==> src/rtl/tmr8_pkg.sv <==
package tmr8_pkg;
   typedef enum logic [1:0] {
      TM_FREE = 2'b00,
      TM_DOWN = 2'b01,
      TM_MOD  = 2'b10,
      TM_UPDN = 2'b11
   } tmode_e;
endpackage

==> src/rtl/tmr8_prescale.sv <==
module tmr8_prescale #(
   parameter int SELW = 3
) (
   input  logic            clk,
   input  logic            rst_n,
   input  logic            clr,
   input  logic            run,
   input  logic            tick_en,
   input  logic [SELW-1:0] sel,
   output logic            adv
);
   localparam int PCW = (1 << SELW) - 1;

   generate
      if (SELW == 0) begin : g_direct
         assign adv = run & tick_en;
      end else begin : g_divide
         logic [PCW-1:0] pre_cnt;
         logic [PCW-1:0] mask;

         always_comb mask = ~({PCW{1'b1}} << sel);

         always_ff @(posedge clk or negedge rst_n) begin
            if (!rst_n)                pre_cnt <= '0;
            else if (clr)              pre_cnt <= '0;
            else if (run && tick_en)   pre_cnt <= pre_cnt + 1'b1;
         end

         assign adv = run && tick_en && ((pre_cnt & mask) == mask);
      end
   endgenerate
endmodule

==> src/rtl/tmr8_step.sv <==
module tmr8_step
   import tmr8_pkg::*;
#(
   parameter int W = 8
) (
   input  tmode_e       mode,
   input  logic [W-1:0] cnt,
   input  logic [W-1:0] period,
   input  logic         dir_up,
   output logic [W-1:0] nxt,
   output logic         nxt_dir_up,
   output logic         hit
);
   localparam logic [W-1:0] MAXV = '1;
   localparam logic [W-1:0] ONE  = W'(1);

   always_comb begin
      nxt        = cnt;
      nxt_dir_up = dir_up;
      hit        = 1'b0;
      unique case (mode)
         TM_FREE: begin
            nxt = cnt + ONE;
            hit = (cnt == MAXV - ONE);
         end
         TM_DOWN: begin
            if (cnt != '0) begin
               nxt = cnt - ONE;
               hit = (cnt == ONE);
            end
         end
         TM_MOD: begin
            if (cnt == period) begin
               nxt = '0;
            end else begin
               nxt = cnt + ONE;
               hit = (cnt == MAXV - ONE) && (cnt > period);
            end
         end
         TM_UPDN: begin
            if (dir_up && (cnt < period)) begin
               nxt = cnt + ONE;
            end else if (cnt == '0) begin
               nxt        = '0;
               hit        = 1'b1;
               nxt_dir_up = 1'b1;
            end else begin
               nxt        = cnt - ONE;
               hit        = (cnt == ONE);
               nxt_dir_up = (cnt == ONE);
            end
         end
      endcase
   end
endmodule

==> src/rtl/tmr8_flag.sv <==
module tmr8_flag (
   input  logic clk,
   input  logic rst_n,
   input  logic hit,
   input  logic flag_clr,
   input  logic irq_en,
   output logic flag,
   output logic irq
);
   always_ff @(posedge clk or negedge rst_n) begin
      if (!rst_n)        flag <= 1'b0;
      else if (hit)      flag <= 1'b1;
      else if (flag_clr) flag <= 1'b0;
   end

   assign irq = flag & irq_en;

   a_r9_flag_sticky: assert property (@(posedge clk) disable iff (!rst_n)
      flag && !flag_clr |=> flag);
   a_r9_set_wins: assert property (@(posedge clk) disable iff (!rst_n)
      hit |=> flag);
endmodule

==> src/rtl/tmr8_multimode.sv <==
module tmr8_multimode
   import tmr8_pkg::*;
#(
   parameter int W    = 8,
   parameter int SELW = 3
) (
   input  logic            clk,
   input  logic            rst_n,
   input  logic            tick_en,
   input  logic [SELW-1:0] div_sel,
   input  logic [1:0]      mode,
   input  logic            run,
   input  logic            clr,
   input  logic [W-1:0]    period,
   input  logic            irq_en,
   input  logic            flag_clr,
   output logic [W-1:0]    count,
   output logic            ovf_flag,
   output logic            irq
);
   localparam logic [W-1:0] MAXV = '1;

   generate
      if (W < 2) begin : g_bad_width
         $error("tmr8_multimode: W must be at least 2");
      end
      if (SELW > 5) begin : g_bad_sel
         $error("tmr8_multimode: SELW above 5 makes an oversized prescaler");
      end
   endgenerate

   tmode_e       mode_e;
   logic         run_q;
   logic         dir_up;
   logic         adv;
   logic         load;
   logic [W-1:0] nxt;
   logic         nxt_dir_up;
   logic         step_hit;
   logic         hit;

   assign mode_e = tmode_e'(mode);
   assign load   = (mode_e == TM_DOWN) && run && !run_q;

   tmr8_prescale #(.SELW(SELW)) u_pre (
      .clk     (clk),
      .rst_n   (rst_n),
      .clr     (clr),
      .run     (run),
      .tick_en (tick_en),
      .sel     (div_sel),
      .adv     (adv)
   );

   tmr8_step #(.W(W)) u_step (
      .mode       (mode_e),
      .cnt        (count),
      .period     (period),
      .dir_up     (dir_up),
      .nxt        (nxt),
      .nxt_dir_up (nxt_dir_up),
      .hit        (step_hit)
   );

   assign hit = adv && !clr && !load && step_hit;

   always_ff @(posedge clk or negedge rst_n) begin
      if (!rst_n) begin
         count  <= '0;
         dir_up <= 1'b1;
         run_q  <= 1'b0;
      end else begin
         run_q <= run;
         if (clr) begin
            count  <= '0;
            dir_up <= 1'b1;
         end else if (load) begin
            count  <= period;
         end else if (adv) begin
            count  <= nxt;
            dir_up <= nxt_dir_up;
         end
      end
   end

   tmr8_flag u_flag (
      .clk      (clk),
      .rst_n    (rst_n),
      .hit      (hit),
      .flag_clr (flag_clr),
      .irq_en   (irq_en),
      .flag     (ovf_flag),
      .irq      (irq)
   );

   a_r2_freeze: assert property (@(posedge clk) disable iff (!rst_n)
      !run && !clr |=> $stable(count));
   a_r8_clear: assert property (@(posedge clk) disable iff (!rst_n)
      clr |=> (count == '0) && dir_up);
   a_r3_free_flag_at_max: assert property (@(posedge clk) disable iff (!rst_n)
      $rose(ovf_flag) && ($past(mode) == TM_FREE) |-> count == MAXV);
   a_r4_down_hold: assert property (@(posedge clk) disable iff (!rst_n)
      (mode_e == TM_DOWN) && (count == '0) && run_q && !clr |=> count == '0);
   a_r5_mod_wrap: assert property (@(posedge clk) disable iff (!rst_n)
      (mode_e == TM_MOD) && (count == period) && adv && !clr |=> count == '0);
endmodule

==> config.mk <==
export PLATFORM = sky130hd
export DESIGN_NAME = tmr8_multimode
export DESIGN_NICKNAME = d
export VERILOG_FILES = /design/src/rtl/tmr8_pkg.sv /design/src/rtl/tmr8_prescale.sv /design/src/rtl/tmr8_step.sv /design/src/rtl/tmr8_flag.sv /design/src/rtl/tmr8_multimode.sv
export SDC_FILE = /design/constraint.sdc
export NUM_CORES = 1
export LEC_CHECK = 0
export BUFFER_PORTS_ARGS = -buffer_cell sky130_fd_sc_hd__buf_2
export CORE_MARGIN = 1.5
export CORE_UTILIZATION = 40
export DETAILED_ROUTE_END_ITERATION = 12
export PLACE_DENSITY = 0.57
export SYNTH_ARGS = -nofsm -noshare
export SYNTH_HDL_FRONTEND = slang
export SYNTH_SLANG_ARGS = --single-unit
export TNS_END_PERCENT = 100
==> constraint.sdc <==
create_clock -name clk -period 4.93 [get_ports clk]
set_input_delay 0.2465 -clock clk [delete_from_list [all_inputs] [get_ports clk]]
set_output_delay 0.2465 -clock clk [all_outputs]
set_load 0.02 [all_outputs]
==> summary.txt <==
Critical path
  – Beginning of the worst register-to-register path: count[5]$_DFFE_PN0P_
  – CP peak stage delay: 640 ps
  – Crit path top cell by count: o211ai_1
  – R2R Setup Slk: 2350 ps
  – Crit-path slowest cell: o32ai_1
  – Worst path cell trace: ha_1 > a21oi_1 > o21ai_0 > or2_2 > o32ai_1 > o211ai_1 > o211ai_1
  – Crit path buffers/inverters: 0
  – Critical path peak fanout: 10
  – R2R depth: 7
  – Worst EP arrival: 2760 ps
  – Critical path class: reg -> reg
  – Worst setup SP type: register
  – Crit. End Element: register
  – Crit path capture: count[3]$_DFFE_PN0P_
  – WP depth: 7
  – Critical Path Start: count[5]$_DFFE_PN0P_
  – CP required: 5110 ps
  – R2r endpoint: count[3]$_DFFE_PN0P_
  – CP top delay family: compound AO/OA/AOI/OAI gates

Cells and area
  – Fillers: 445
  – FF/Latch Area: 452 sq um
  – Inserted Diodes: 0
  – Area grow syn2layout: 12.5%
  – Layout cells sized above 1: 18.4%
  – Multi-input gate area: 1230 sq um
  – Nets: 279
  – Commonest non-fill, non-tap cells in the layout: 29 x buf_2, 25 x nor2_1, 17 x nand2_1, 17 x dfrtp_1
  – Commonest non-fill, non-tap cell in the layout: buf_2
  – Core Util, Final: 46.5%

Outcome
  – Status: finished clean

Drt
  – Vias per cell: 5.71
  – Drt pass-1 iters: 4
  – Via Count: 1690
  – Drt initial violations: 93
  – DRC: 0
  – Final ANT Viol Nets: 0
  – Final WL: 4.73 mm
  – WL per Instance: 16.0 um

Synth
  – Netlist cell types: 52
  – Sequential share of the synthesized area: 25.3%
  – Cells after synthesis: 221
  – Post-synthesis cell area: 1790 sq um
  – Post-synth top flop: dfrtp_1
  – Ys async rst share: 100%
  – Mapped Nets: 255
  – Number of flops mapped to enable cells by yosys: 0
  – #FFs+latches synth: 18
  – Syn_area_per_cell: 8.09 sq um
  – Yosys warning total: 0

Job
  – Max-Cap Viols: 0

GRT
  – Largest net degree at the start of global routing: 19
  – First-pass GRT wire length: 8.05 mm
  – Met3 GRT Util: 4.04%
  – GRT Overall Usage: 20.7%
  – Grt ovf: 0
  – GR Util met2: 34.4%
  – Top Usage Layer GRT: met2
  – Initial antenna violation count: 0
  – Vias in the first global route: 1624
  – Met1 GRT Util: 28.9%

STA
  – Clock Skew: 7.66 ps
  – Fin. Hold Viols: 0
  – Max frequency: 0.387 GHz
  – Max_slew headroom: 49.6%
  – Final hold slack: 132 ps
  – Max Slew Vio Count: 0
  – RSZ-0062 raised after global routing: no
  – Total Neg Setup Slack: 0 ps
  – Worst Max-Slew Pin Slew: 753 ps
  – Final period util: 52.4%
  – Final Setup Violations: 0
  – Min cycle time layout: 2580 ps

Clock tree
  – Resize count post-CTS: 0
  – Hold Buf Count CTS: 1
  – Num CTS Buffers: 3
  – Clock Sinks: 18
  – CTS tree: done
  – Post-CTS setup buffer count: 0
  – Clock buffer depth: 2
  – H-tree depth: 1
  – Clk slew on worst S/H paths: 80 ps
  – Clk root buf: clkbuf_8
  – Clk Latency, worst-skew pair: 260 ps

Power and ir drop
  – Final Power: 403 uW
  – Maximum VDD drop: 0.000142 V
  – Leak: 0.934 nW
  – Power Dens Cells: 200 nW/um^2

Placed design
  – Detailed placement HPWL: 3.49 mm
  – IO buf count: 29
  – GP Congestion: 0.900

Die
  – Core area: 4320 sq um
  – Die width: 69.9 um
  – Die H: 69.9 um
  – Die Footprint: 4880 sq um
  – Site row count: 24
  – Ports: 30
  – Initial cell density of the core: 41.3%

Hold path
  – Min-delay src: run
  – Worst hold path class: in -> reg
## cell type report
class	instances	share of cell area, %
multi-input combinational	178	61.3
sequential	18	22.5
timing repair buffer	30	7.71
tap	52	3.23
clock buffer	4	2.74
inverter	14	2.61
## registers in the layout, summed over array words and instances (netlist names)
| signal | flops |
|---|---|
| run_q | 1 |
| dir_up | 1 |
| u_flag.flag | 1 |
| u_pre.g_divide.pre_cnt | 7 |
| count | 8 |
## cells in the mapped netlist (all sizes together), types with 2 or more instances
cell | count | area (sq um)
a211oi | 3 | 22.5
a21oi | 14 | 70.1
a31oi | 5 | 31.3
and2 | 5 | 31.3
and3 | 2 | 17.5
buf | 5 | 28.8
clkbuf | 6 | 22.5
dfrtp | 17 | 425
ha | 14 | 175
inv | 14 | 52.6
mux2i | 3 | 30.0
nand2 | 18 | 75.1
nand2b | 5 | 31.3
nand3 | 14 | 82.6
nand4 | 6 | 37.5
nor2 | 25 | 93.8
nor2b | 2 | 12.5
nor3 | 10 | 55.1
nor4 | 3 | 48.8
o2111ai | 3 | 26.3
o211a | 2 | 20.0
o211ai | 11 | 82.6
o21ai | 3 | 15.0
xnor2 | 3 | 26.3
xor2 | 8 | 70.1
## per-layer routing
metal	share of wire [%]	wire length [um]
met1	48	2250
met2	45	2140
met3	6.6	312
met4	0.40	19
met5	0	0
## power breakdown
group / switching, mW / internal, mW / total, mW / leakage [nW]
clock: 0.0542 / 0.0710 / 0.125 / 0.0288
combinational: 0.0698 / 0.0452 / 0.115 / 0.663
sequential: 0.0111 / 0.152 / 0.163 / 0.243
total: 0.135 / 0.268 / 0.403 / 0.934
## stage by stage
| stage | instances | setup WS [ps] | cell area, sq um |
|---|---|---|---|
| floorplan | 221 | 2680 | 1790 |
| global placement | 291 | 2450 | 1950 |
| detailed placement | 291 | 2390 | 1950 |
| CTS | 296 | 2350 | 2010 |
| global route | 296 | 2040 | 2010 |
| finish | 296 | 2350 | 2010 |
## kinds of logic after synthesis
logic type      after synthesis  synth area share, %
fa+ha+maj                    14                 9.80
xor+xnor                     11                 5.39
buf+inv                      25                 5.81
flops                        18                 25.3
compound gates               54                 21.8
mux                           4                 2.31
simple gates                 95                 29.6
## worst reg2reg max path: stages, from the launching register on
cell and delay (ps):
dfrtp_1 550, ha_1 320, a21oi_1 160, o21ai_0 170
or2_2 370, o32ai_1 640, o211ai_1 180, o211ai_1 120
## how the worst min path moves through the flow
| stage | to | slack [ps] | depth (start not counted) |
|---|---|---|---|
| detailed placement | run_q$_DFF_PN0_ | 230 | 1 |
| floorplan | count[0]$_DFFE_PN0P_ | -50 | 0 |
| global placement | run_q$_DFF_PN0_ | 230 | 1 |
| CTS | run_q$_DFF_PN0_ | 120 | 1 |
| finish | run_q$_DFF_PN0_ | 130 | 1 |
| global route | run_q$_DFF_PN0_ | 130 | 1 |
Note: power is estimated with default switching activity, not from simulation.
